===== src/rtl/mbt_pkg.sv =====
package mbt_pkg;

    localparam int DEF_ID_W = 3;

    typedef enum logic [1:0] {
        BAR_IDLE = 2'd0,
        BAR_WAIT = 2'd1,
        BAR_DONE = 2'd2
    } bar_state_e;

    function automatic int unsigned slots_for(int unsigned id_w);
        return 1 << id_w;
    endfunction

    function automatic int unsigned cnt_width(int unsigned id_w);
        return $clog2((1 << id_w) + 1);
    endfunction

endpackage


===== src/rtl/mbt_slot_table.sv =====
module mbt_slot_table #(
    parameter int ID_W = mbt_pkg::DEF_ID_W,
    localparam int SLOTS = mbt_pkg::slots_for(ID_W)
) (
    input  logic             clk,
    input  logic             rst,
    input  logic             iss_v,
    input  logic [ID_W-1:0]  iss_id,
    input  logic             cmt_v,
    input  logic [ID_W-1:0]  cmt_id,
    input  logic             dat_v,
    input  logic [ID_W-1:0]  dat_id,
    output logic             inc,
    output logic             dec,
    output logic             err,
    output logic [SLOTS-1:0] pend_cmt
);

    logic [SLOTS-1:0] cmt_q, cmt_d;
    logic [SLOTS-1:0] dat_q, dat_d;
    logic             iss_busy, bad_cmt, bad_dat, dat_ok;

    assign iss_busy = cmt_q[iss_id] | dat_q[iss_id];
    assign inc      = iss_v && !iss_busy;
    assign dec      = cmt_v && cmt_q[cmt_id];
    assign bad_cmt  = cmt_v && !cmt_q[cmt_id];
    assign dat_ok   = dat_v && dat_q[dat_id];
    assign bad_dat  = dat_v && !dat_q[dat_id];

    for (genvar i = 0; i < SLOTS; i++) begin : g_slot
        logic take;
        assign take     = inc && (iss_id == ID_W'(i));
        assign cmt_d[i] = take | (cmt_q[i] & ~(dec && (cmt_id == ID_W'(i))));
        assign dat_d[i] = take | (dat_q[i] & ~(dat_ok && (dat_id == ID_W'(i))));
    end

    always_ff @(posedge clk) begin
        if (rst) begin
            cmt_q <= '0;
            dat_q <= '0;
            err   <= 1'b0;
        end else begin
            cmt_q <= cmt_d;
            dat_q <= dat_d;
            err   <= err | (iss_v && iss_busy) | bad_cmt | bad_dat;
        end
    end

    assign pend_cmt = cmt_q;

    // the error flag never clears outside reset
    p_err_sticky_r10: assert property (@(posedge clk) disable iff (rst)
        err |=> err);

    // an issue to a busy slot flags an error and leaves the slot state alone
    p_busy_issue_r9: assert property (@(posedge clk) disable iff (rst)
        (iss_v && iss_busy && !cmt_v && !dat_v) |=> (err && $stable(cmt_q) && $stable(dat_q)));

endmodule


===== src/rtl/mbt_counter.sv =====
module mbt_counter #(
    parameter int CNT_W = 4
) (
    input  logic             clk,
    input  logic             rst,
    input  logic             inc,
    input  logic             dec,
    output logic [CNT_W-1:0] cnt,
    output logic             zero
);

    always_ff @(posedge clk) begin
        if (rst) begin
            cnt <= '0;
        end else begin
            unique case ({inc, dec})
                2'b10:   cnt <= cnt + 1'b1;
                2'b01:   cnt <= cnt - 1'b1;
                default: cnt <= cnt;
            endcase
        end
    end

    assign zero = (cnt == '0);

    // a decrement never wraps below zero
    p_no_underflow_r3: assert property (@(posedge clk) disable iff (rst)
        (dec && !inc) |-> (cnt != '0));

    // a simultaneous increment and decrement hold the count
    p_inc_dec_hold_r4: assert property (@(posedge clk) disable iff (rst)
        (inc && dec) |=> (cnt == $past(cnt)));

endmodule


===== src/rtl/mbt_barrier_fsm.sv =====
module mbt_barrier_fsm
    import mbt_pkg::*;
(
    input  logic clk,
    input  logic rst,
    input  logic bar_req,
    input  logic cnt_zero,
    output logic bar_done,
    output logic issue_ok
);

    bar_state_e state;

    always_ff @(posedge clk) begin
        if (rst) begin
            state    <= BAR_IDLE;
            bar_done <= 1'b0;
        end else begin
            bar_done <= 1'b0;
            unique case (state)
                BAR_IDLE: begin
                    if (bar_req && cnt_zero) begin
                        state    <= BAR_DONE;
                        bar_done <= 1'b1;
                    end else if (bar_req) begin
                        state <= BAR_WAIT;
                    end
                end
                BAR_WAIT: begin
                    if (cnt_zero) begin
                        state    <= BAR_DONE;
                        bar_done <= 1'b1;
                    end
                end
                BAR_DONE: begin
                    if (!bar_req) state <= BAR_IDLE;
                end
                default: state <= BAR_IDLE;
            endcase
        end
    end

    assign issue_ok = (state == BAR_IDLE) && !bar_req;

    // done rises only after a cycle with nothing outstanding
    p_done_needs_zero_r5: assert property (@(posedge clk) disable iff (rst)
        $rose(bar_done) |-> $past(cnt_zero));

    // done is a single-cycle pulse
    p_done_pulse_r5: assert property (@(posedge clk) disable iff (rst)
        bar_done |=> !bar_done);

    // a request seen from idle with zero count completes on the next edge
    p_fast_done_r6: assert property (@(posedge clk) disable iff (rst)
        (state == BAR_IDLE && bar_req && cnt_zero) |=> bar_done);

endmodule


===== src/rtl/mbar_commit_tracker.sv =====
module mbar_commit_tracker #(
    parameter int ID_W = mbt_pkg::DEF_ID_W,
    localparam int SLOTS = mbt_pkg::slots_for(ID_W),
    localparam int CNT_W = mbt_pkg::cnt_width(ID_W)
) (
    input  logic             clk,
    input  logic             rst,
    input  logic             issue_valid,
    input  logic [ID_W-1:0]  issue_id,
    output logic             issue_ready,
    input  logic             commit_valid,
    input  logic [ID_W-1:0]  commit_id,
    input  logic             data_valid,
    input  logic [ID_W-1:0]  data_id,
    input  logic             bar_req,
    output logic             bar_done,
    output logic [CNT_W-1:0] outstanding,
    output logic             err_flag
);

    logic             iss_fire, inc, dec, cnt_zero;
    logic [SLOTS-1:0] pend_cmt;

    assign iss_fire = issue_valid && issue_ready;

    mbt_slot_table #(.ID_W(ID_W)) u_slots (
        .clk      (clk),
        .rst      (rst),
        .iss_v    (iss_fire),
        .iss_id   (issue_id),
        .cmt_v    (commit_valid),
        .cmt_id   (commit_id),
        .dat_v    (data_valid),
        .dat_id   (data_id),
        .inc      (inc),
        .dec      (dec),
        .err      (err_flag),
        .pend_cmt (pend_cmt)
    );

    mbt_counter #(.CNT_W(CNT_W)) u_count (
        .clk  (clk),
        .rst  (rst),
        .inc  (inc),
        .dec  (dec),
        .cnt  (outstanding),
        .zero (cnt_zero)
    );

    mbt_barrier_fsm u_bar (
        .clk      (clk),
        .rst      (rst),
        .bar_req  (bar_req),
        .cnt_zero (cnt_zero),
        .bar_done (bar_done),
        .issue_ok (issue_ready)
    );

    // the counter always equals the number of slots owing a commit
    p_count_match_r2: assert property (@(posedge clk) disable iff (rst)
        outstanding == CNT_W'($countones(pend_cmt)));

    // a commit with nothing owed raises the error flag
    p_bad_commit_r8: assert property (@(posedge clk) disable iff (rst)
        (commit_valid && !pend_cmt[commit_id]) |=> err_flag);

    // while a barrier is requested the count can never grow
    p_stall_r7: assert property (@(posedge clk) disable iff (rst)
        bar_req |=> (outstanding <= $past(outstanding)));

endmodule


===== config.mk =====
export PLATFORM = sky130hd
export DESIGN_NAME = mbar_commit_tracker
export DESIGN_NICKNAME = d
export VERILOG_FILES = /design/src/rtl/mbt_pkg.sv /design/src/rtl/mbt_slot_table.sv /design/src/rtl/mbt_counter.sv /design/src/rtl/mbt_barrier_fsm.sv /design/src/rtl/mbar_commit_tracker.sv
export SDC_FILE = /design/constraint.sdc
export NUM_CORES = 1
export LEC_CHECK = 0
export BUFFER_PORTS_ARGS = -buffer_cell sky130_fd_sc_hd__buf_2
export CAP_MARGIN = 0
export CORE_UTILIZATION = 58
export DETAILED_ROUTE_END_ITERATION = 16
export PLACE_DENSITY = 0.89
export REMOVE_ABC_BUFFERS = 1
export SLEW_MARGIN = 20
export SYNTH_ARGS = -nofsm -noshare
export SYNTH_HDL_FRONTEND = slang
export SYNTH_SLANG_ARGS = --single-unit

===== constraint.sdc =====
create_clock -name clk -period 6 [get_ports clk]
set_clock_uncertainty 0.2 [all_clocks]
set_input_delay 0.3 -clock clk [delete_from_list [all_inputs] [get_ports clk]]
set_output_delay 0.3 -clock clk [all_outputs]
set_load 0.05 [all_outputs]

==> results of run 1 <==
## worst paths after layout
| check | start | to |
|---|---|---|
| worst max-delay path | u_slots.pend_cmt[2] | u_count.cnt[2] |
| worst min-delay path | issue_id[0] | u_slots.pend_cmt[3] |
| worst max register to register | u_slots.pend_cmt[2] | u_count.cnt[2] |
| worst min register to register | u_slots.dat_q[4] | u_slots.dat_q[4] |
## registers in the layout, summed over array words and instances, names as in the netlist
signal,cells
u_bar.bar_done,1
u_bar.state,2
u_slots.pend_cmt,8
u_count.cnt,4
u_slots.dat_q,8
u_slots.err,1
## metrics by stage
stage          power (mW)  instance area (um2)
3_5_place_dp        0.252                 1400
6_report            0.320                 1420
3_3_place_gp        0.248                 1400
4_1_cts             0.320                 1420
5_1_grt             0.337                 1420
2_1_floorplan       0.227                 1260
## cells in the mapped netlist (all sizes together)
cell and n:
buf 1, o22ai 2, mux2i 2, nor4 1, a221oi 1, xor2 3
o311a 2, o21bai 1, nand2 13, or3 2, nor4bb 2, nand3 2
o21a 2, a2111oi 1, o21ai 14, mux2 2, a21oi 20, a221o 2
o31ai 4, inv 2, nor4b 2, ha 3, nor3 4, o21ba 1
nand2b 7, nor3b 1, clkbuf 3, dfxtp 24, nor2 5, nor2b 2
or2 4, mux4 2, or3b 2, a211oi 2, and2b 2
## critical path, stage by stage (launching register included)
cell,delay [ns]
dfxtp_1,0.35
or2_2,0.30
a221o_2,0.39
o22ai_1,0.18
nand2_1,0.11
ha_1,0.30
xor2_1,0.17
ha_1,0.18
a21oi_1,0.14
xor2_1,0.09
or3_1,0.30
a21oi_1,0.15
## area by class of cell
class	instances	share of cell area [%]
flip-flops and latches	24	33.8
clock buffers	3	1.59
repair buffers	21	7.40
well taps	27	2.38
multi-input cells	113	54.3
inverters	2	0.529
## per-layer routing
metal | GRT usage (%) | routed length [um] | up-vias
li1 | - | - | 579
met4 | 13.2 | 62 | 0
met2 | 48.8 | 1470 | 56
met5 | 0 | 0 | -
met1 | 33.1 | 1190 | 543
met3 | 4.05 | 154 | 9
## where the power goes
group          switching, mW  total (mW)  internal, mW
clock                 0.0475      0.0711        0.0236
sequential           0.00803       0.174         0.166
combinational         0.0479      0.0744        0.0265
## logic make-up (layout without fill, tap and decap cells)
| kind of cell | Yosys count | in the layout | share of synthesized area [%] |
|---|---|---|---|
| buffers and inverters | 6 | 26 | 1.86 |
| flip-flops | 24 | 24 | 37.7 |
| multiplexers | 6 | 6 | 6.87 |
| adder cells (fa/ha/maj) | 3 | 3 | 2.94 |
| AO/OA/AOI/OAI | 52 | 52 | 25.2 |
| AND/OR/NAND/NOR | 49 | 49 | 23.4 |
| XOR/XNOR | 3 | 3 | 2.06 |
==> flow_summary.toml, run 1 <==
[status]
status = "finished clean"

[route]
routed_wl_mm = 2.88
number_of_violations_reported_at_the_end_of_detailed_routing_iteration_0 = 36
antenna_violating_nets_post_route = 0
viasPerCell = 6.25
via_count_of_the_routed_design = 1187
drc_errors = 0
avgRoutedWirePerCell_um = 15.1
drt_pre_antenna_iters = 4

[layout]
multi_input_area_um2 = 771
final.fill_count = 172
instances_no_fill = 190
final_util_pct = 70.2
layout.cells.most_common = "dfxtp_1"
register_area_um2 = 480
syn_to_final_growth_pct = 11.4
insertedDiodeCount = 0
final_cell_mix = "dfxtp_1, buf_2, a21oi_1, o21ai_0, nand2_1"
share_of_final_layout_standard_cells_stronger_than_drive_strength_1_pct = 22.1
layout_net_count = 183

[synth]
synth.top_cell.area_share_pct = 37.7
synth_sequential_area_ratio_pct = 37.7
netlist-cell-type-count = 42
synth.ff_latch_count = 24
synth_top_area_cell = "dfxtp_1"
syn-instance-count = 143
ranking_of_synthesized_cells_by_area = "dfxtp_1, a21oi_1, o21ai_0"
synth.cell_area_um2 = 1270
synth_warnings = 0
avgSynthCellArea_um2 = 8.92

[grt]
grt_util_all_layers_pct = 27.8
grt_max_degree = 23
globalRoute.totalOverflow = 0
number_of_global_route_vias_before_repair = 1144
antenna_found_initial = 0
first_pass_grt_wire_length_mm = 5.07

[worst_setup_path]
critical_path.startpoint_type = "register"
worstPathArrival_ns = 2.98
r2r_cells = 11
worst-path-max-fanout = 5
worstPathRequired_ns = 6.06
cp-end-kind = "register"
setup_cp_type = "register to register"
reg2reg_slack_ns = 3.08

[timing]
grt_setup_unrepaired = "false"
top_achievable_clock_speed_mhz = 342
setup-tns-final_ns = 0
drv_slew = 0
period_needed_ns = 2.92
whs_ns = 0.122
final_min_period_over_clock_period_pct = 48.7
postLayoutSetupSlackWorst_ns = 3.08
worst-slew-pin-transition_ns = 0.766
setup_violations = 0
finalHoldViolations = 0
slew-limit-headroom_pct = 48.2

[floorplan]
coreArea_um2 = 2020
io-pin-count = 22
floorplan.die_area_um2 = 2390
die_w_um = 48.9
fp-row-count = 16
initial_utilization_pct = 63.1
die_h_um = 48.9

[clock_tree]
clock_tree.root_cell = "clkbuf_4"
clock_insertion_delay_worst_skew_ns = 0.32
cts-htree-levels = 1
postCtsSetupBuffers = 0
ctsHoldBuffers = 0
clock_path_buffers = 2
cts-buffers-inserted = 3
cts_tree = "built"
postCtsResizedCells = 0
clock-sinks = 24
clk_pin_slew_ns = 0.12

[placed_design]
buffer_ports.inserted = 21
dp.cells = 187
pre_cts_ws_ns = 3.09
hpwlAfterDp_mm = 2.18
gp_routability_congestion = 0.905

[power]
p_leak_nw = 0.564
power.density_cell_area_nw_per_um2 = 225
worst_ir_drop_vdd_mv = 0.148

[worst_hold_path]
hold-path-cell-count = 3
worstHoldPathType = "input port to register"

[job]
cap_violations = 0
Power figures use the tool's default switching activity.
==> run 2: changes to the inputs <==
--- a/config.mk
+++ b/config.mk
@@ -7,9 +7,9 @@
 export LEC_CHECK = 0
 export BUFFER_PORTS_ARGS = -buffer_cell sky130_fd_sc_hd__buf_2
 export CAP_MARGIN = 0
-export CORE_UTILIZATION = 58
+export CORE_UTILIZATION = 54
 export DETAILED_ROUTE_END_ITERATION = 16
-export PLACE_DENSITY = 0.89
+export PLACE_DENSITY = 0.84
 export REMOVE_ABC_BUFFERS = 1
 export SLEW_MARGIN = 20
 export SYNTH_ARGS = -nofsm -noshare
==> constraint.sdc (replaced) <==
create_clock -name clk -period 2.8 [get_ports clk]
set_clock_uncertainty 0.2 [all_clocks]
set_input_delay 0.14 -clock clk [delete_from_list [all_inputs] [get_ports clk]]
set_output_delay 0.14 -clock clk [all_outputs]
set_load 0.05 [all_outputs]
==> run 2 against run 1 <==
- sequential power grew 110%
- sequential cell count is the same
- hold slack lost 0.12 ns
- highest routed layer unchanged
==> flow_summary.toml, run 2 (same netlist as run 1, synthesis figures left out) <==
[layout]
layout_net_count = 194
share_of_final_layout_standard_cells_stronger_than_drive_strength_1_pct = 29.7
final_util_pct = 72.0
final_cell_mix = "buf_2, dfxtp_1, a21oi_1, o21ai_0, nand2_1"
post-route-cell-area_um2 = 1590
insertedDiodeCount = 0
instances_no_fill = 203
syn_to_final_growth_pct = 24.9

[grt]
grt_max_degree = 23
first_pass_grt_wire_length_mm = 4.98
number_of_global_route_vias_before_repair = 1143
grt_util_all_layers_pct = 25.9
global_route.peak_usage_layer = "met2"
groute.layer.met2.usage_pct = 47.8
grt_use_met3_pct = 3.64
antenna_found_initial = 0
globalRoute.totalOverflow = 0
use_met1_pct = 30.4

[floorplan]
initial_utilization_pct = 57.6
die_w_um = 50.6
coreArea_um2 = 2210
die_h_um = 50.6
floorplan.die_area_um2 = 2560
io-pin-count = 22
fp-row-count = 17

[route]
drt_pre_antenna_iters = 4
via_count_of_the_routed_design = 1238
routed_wl_mm = 3.13
drc_errors = 0
avgRoutedWirePerCell_um = 15.4
number_of_violations_reported_at_the_end_of_detailed_routing_iteration_0 = 42
antenna_violating_nets_post_route = 0
viasPerCell = 6.10

[placed_design]
buffer_ports.inserted = 21
post_dp_cell_area_um2 = 1410
dp.cells = 190
gp_routability_congestion = 0.948
pre_cts_ws_ns = 0.00635
hpwlAfterDp_mm = 2.24

[clock_tree]
clock_tree.root_cell = "clkbuf_4"
clock_path_buffers = 2
cts-buffers-inserted = 3
cts-htree-levels = 1
clock-sinks = 24
cts_tree = "built"
clk_pin_slew_ns = 0.12
clock_insertion_delay_worst_skew_ns = 0.32

[power]
worst_ir_drop_vdd_mv = 0.316
totalPowerFinal_uw = 739
power.density_cell_area_nw_per_um2 = 464
p_leak_nw = 0.623

[timing]
grt_setup_unrepaired = "true"
whs_ns = 0.00322
final_min_period_over_clock_period_pct = 98.9
worst-slew-pin-transition_ns = 0.565
slew-limit-headroom_pct = 62.0
setup_violations = 0
finalHoldViolations = 0
period_needed_ns = 2.77
drv_slew = 0
setup-tns-final_ns = 0
top_achievable_clock_speed_mhz = 361
postLayoutSetupSlackWorst_ns = 0.0321

[worst_setup_path]
cp_common_cell = "a21oi_2"
crit_path_max_incr_delay_ns = 0.38
worst-path-max-fanout = 5
worstPathArrival_ns = 2.83
cells_along_the_critical_path = "or2_2 > a221o_2 > o22ai_2 > nand2_2 > ha_4 > xor2_2 > ha_2 > a21oi_2 > xor2_1 > or3_1 > a21oi_2"
critical_path.startpoint_type = "register"
critical_path.slowest_cell = "or3_1"
buffers_inverters_on_critical_path = 0
cp-end-kind = "register"
category_of_cells_accounting_for_the_largest_share_of_critical_path_delay = "compound AO/OA/AOI/OAI gates"
worstPathRequired_ns = 2.86
setup_cp_type = "register to register"

[worst_hold_path]
worstHoldPathType = "input port to register"

[job]
cap_violations = 0

[status]
status = "finished clean"
## run 2: cell types whose count changed in the layout (fill, tap and decap cells not counted), sizes merged
cell         change
dlygate4sd3      +8
clkbuf           +1
buf              +3
## run 2: routing by layer
layer  part of all wire, %  up-vias
met5                     0        -
met4                  0.93        0
met3                   5.0        5
met1                    41      594
li1                      -      598
met2                    53       41
## run 2: worst paths after layout
check                                         start             endpoint  slack [ns]  cells after the start
worst max register to register  u_slots.pend_cmt[2]       u_count.cnt[2]        0.03                     11
worst max-delay path            u_slots.pend_cmt[2]       u_count.cnt[2]        0.03                     11
worst min-delay path                    issue_id[1]  u_slots.pend_cmt[7]       0.003                      3
worst min register to register  u_slots.pend_cmt[0]  u_slots.pend_cmt[0]        0.29                      2
## run 2: repair_timing
item                                    4_1_cts  5_1_grt
hold buffers                                  8        0
endpoints found under the setup margin        1        2
pin swaps                                     0        6
resized for setup                             1       13
buffers inserted                              0        1
hold endpoints to repair                      8        0
## run 2: area by class of cell
type	count	area [um2]
sequential	24	484
inverter	2	7.51
timing repair buffer	32	208
tap	28	35.0
clock buffer	4	36.3
multi-input combinational	113	822
fill	161	619
## run 2: worst reg2reg max path, delay by kind of cell, from the launching register on
kind	cells	cell delay, ns
AOI/OAI and AO/OA	4	0.80
xor gates and xnor gates	2	0.23
adders and majority gates	2	0.37
DFF	1	0.34
and+or+nand+nor	3	0.77
## run 2: power by group
group	internal [mW]	leakage (nW)	total (mW)	switching, mW
clock	0.0796	0.0210	0.182	0.102
combinational	0.0709	0.406	0.183	0.112
sequential	0.356	0.196	0.374	0.0177
total	0.507	0.623	0.739	0.232
==> run 3: changes to the inputs <==
--- a/config.mk
+++ b/config.mk
@@ -9,6 +9,7 @@
 export CAP_MARGIN = 0
 export CORE_UTILIZATION = 54
 export DETAILED_ROUTE_END_ITERATION = 16
+export GPL_TIMING_DRIVEN = 0
 export PLACE_DENSITY = 0.84
 export REMOVE_ABC_BUFFERS = 1
 export SLEW_MARGIN = 20
==> run 3 against run 2 <==
- hold slack improved by 0.0021 ns
- combinational power barely moved
- critical path type unchanged
- sequential power is essentially flat
- critical endpoint unchanged
- final cell count is 0.49% lower
==> flow_summary.toml, run 3 (same netlist as run 1, synthesis figures left out) <==
[status]
status = "finished clean"

[worst_setup_path]
crit-reg2reg-capture = "u_count.cnt[2]"
worst-path-max-fanout = 3
setup_cp_type = "register to register"
critical_path.startpoint_type = "register"
r2r_cells = 11
cp-end-kind = "register"
worstReg2RegStart = "u_slots.pend_cmt[2]"
reg2reg_slack_ns = 0.04
worstPathRequired_ns = 2.85
worstPathArrival_ns = 2.81

[grt]
grt_max_degree = 23
antenna_found_initial = 0
grt_util_all_layers_pct = 28.6
first_pass_grt_wire_length_mm = 5.42
number_of_global_route_vias_before_repair = 1235
globalRoute.totalOverflow = 0

[route]
drt_pre_antenna_iters = 4
drc_errors = 0
avgRoutedWirePerCell_um = 16.0
routed_wl_mm = 3.23
antenna_violating_nets_post_route = 0
viasPerCell = 6.01
via_count_of_the_routed_design = 1214
number_of_violations_reported_at_the_end_of_detailed_routing_iteration_0 = 33

[timing]
period_needed_ns = 2.76
drv_slew = 0
worst-slew-pin-transition_ns = 0.507
top_achievable_clock_speed_mhz = 363
finalHoldViolations = 0
slew-limit-headroom_pct = 65.9
setup_violations = 0
setup-tns-final_ns = 0
final_min_period_over_clock_period_pct = 98.5

[floorplan]
floorplan.die_area_um2 = 2560
die_h_um = 50.6
fp-row-count = 17
die_w_um = 50.6
initial_utilization_pct = 57.6
io-pin-count = 22
coreArea_um2 = 2210

[layout]
register_area_um2 = 484
final_util_pct = 73.4
final_cell_mix = "buf_2, dfxtp_1, a21oi_1, o21ai_0, nand2_1"
layout_net_count = 193
share_of_final_layout_standard_cells_stronger_than_drive_strength_1_pct = 31.6
syn_to_final_growth_pct = 27.3
multi_input_area_um2 = 843
final.fill_count = 161
insertedDiodeCount = 0

[clock_tree]
cts-htree-levels = 1
clock_path_buffers = 2
clock_tree.root_cell = "clkbuf_4"
cts_tree = "built"
cts-buffers-inserted = 3
clk_pin_slew_ns = 0.13
clock_insertion_delay_worst_skew_ns = 0.31
clock-sinks = 24

[worst_hold_path]
hold-path-cell-count = 3
min-delay-start = "issue_id[1]"
worstHoldPathType = "input port to register"
worstHoldEndpoint = "u_slots.dat_q[7]"

[placed_design]
buffer_ports.inserted = 21
hpwlAfterDp_mm = 2.26
gp_routability_congestion = 0.918

[power]
power.density_cell_area_nw_per_um2 = 497
p_leak_nw = 0.626
worst_ir_drop_vdd_mv = 0.365

[job]
cap_violations = 0
-- run 3: routing by layer --
layer	share of wire [%]	track usage, %	vias to the layer above
li1	-	-	596
met1	40	31.2	569
met2	54	53.6	39
met3	3.9	4.24	10
met4	2.5	13.0	0
met5	0	0	-
-- run 3: timing repair --
| item | 4_1_cts | 5_1_grt |
|---|---|---|
| hold buffers | 8 | 0 |
| pin swaps | 1 | 2 |
| setup buffers | 1 | 1 |
| cloned | 0 | 0 |
| gates resized for setup | 7 | 11 |
| endpoints found under the hold margin | 7 | 0 |
| endpoints found under the setup margin | 1 | 2 |
-- run 3: per-stage QoR --
stage / hold WS [ns] / power, mW / setup slack (ns) / cells / cell area (um2)
after floorplan: 0.00907 / 0.487 / 0.0864 / 139 / 1260
after global placement: 0.276 / 0.532 / -0.0144 / 188 / 1400
after detailed placement: 0.288 / 0.540 / -0.152 / 188 / 1400
after CTS: 0.0141 / 0.797 / 0.00203 / 201 / 1570
after global routing: 0.0203 / 0.844 / -0.0507 / 202 / 1620
final: 0.00531 / 0.807 / 0.0418 / 202 / 1620
-- run 3: power by group --
group	total [mW]	leakage (nW)	internal [mW]	switching, mW
Clock	0.247	0.0279	0.145	0.102
Combinational	0.185	0.402	0.0727	0.113
Sequential	0.375	0.196	0.356	0.0183
Total	0.807	0.626	0.574	0.233
-- run 3: worst max-delay path by stage --
stage,from,end,slack (ns),cells past startpoint
after floorplan,u_slots.pend_cmt[2],u_count.cnt[2],0.09,11
after global placement,u_slots.pend_cmt[2],u_count.cnt[2],-0.01,11
after detailed placement,u_slots.pend_cmt[2],u_count.cnt[2],-0.15,11
after CTS,u_slots.pend_cmt[2],u_count.cnt[2],0.002,11
after global routing,u_slots.pend_cmt[2],u_count.cnt[2],-0.05,11
final,u_slots.pend_cmt[2],u_count.cnt[2],0.04,11
-- run 3: final cells by class --
| type | count | share of cell area [%] |
|---|---|---|
| clock buffers | 3 | 1.39 |
| clock inverters | 1 | 1.85 |
| inverters | 2 | 0.463 |
| multi-input cells | 113 | 52.0 |
| flip-flops and latches | 24 | 29.8 |
| well taps | 28 | 2.16 |
| repair buffers | 31 | 12.3 |
-- run 3: critical path, stage by stage, from the launching register on --
cell and delay (ns):
dfxtp_2 0.35, or2_2 0.28, a221o_2 0.36, o22ai_2 0.17
nand2_2 0.10, ha_4 0.20, xor2_2 0.14, ha_2 0.19
a21oi_2 0.12, xor2_1 0.08, or3_1 0.35, a21oi_2 0.17
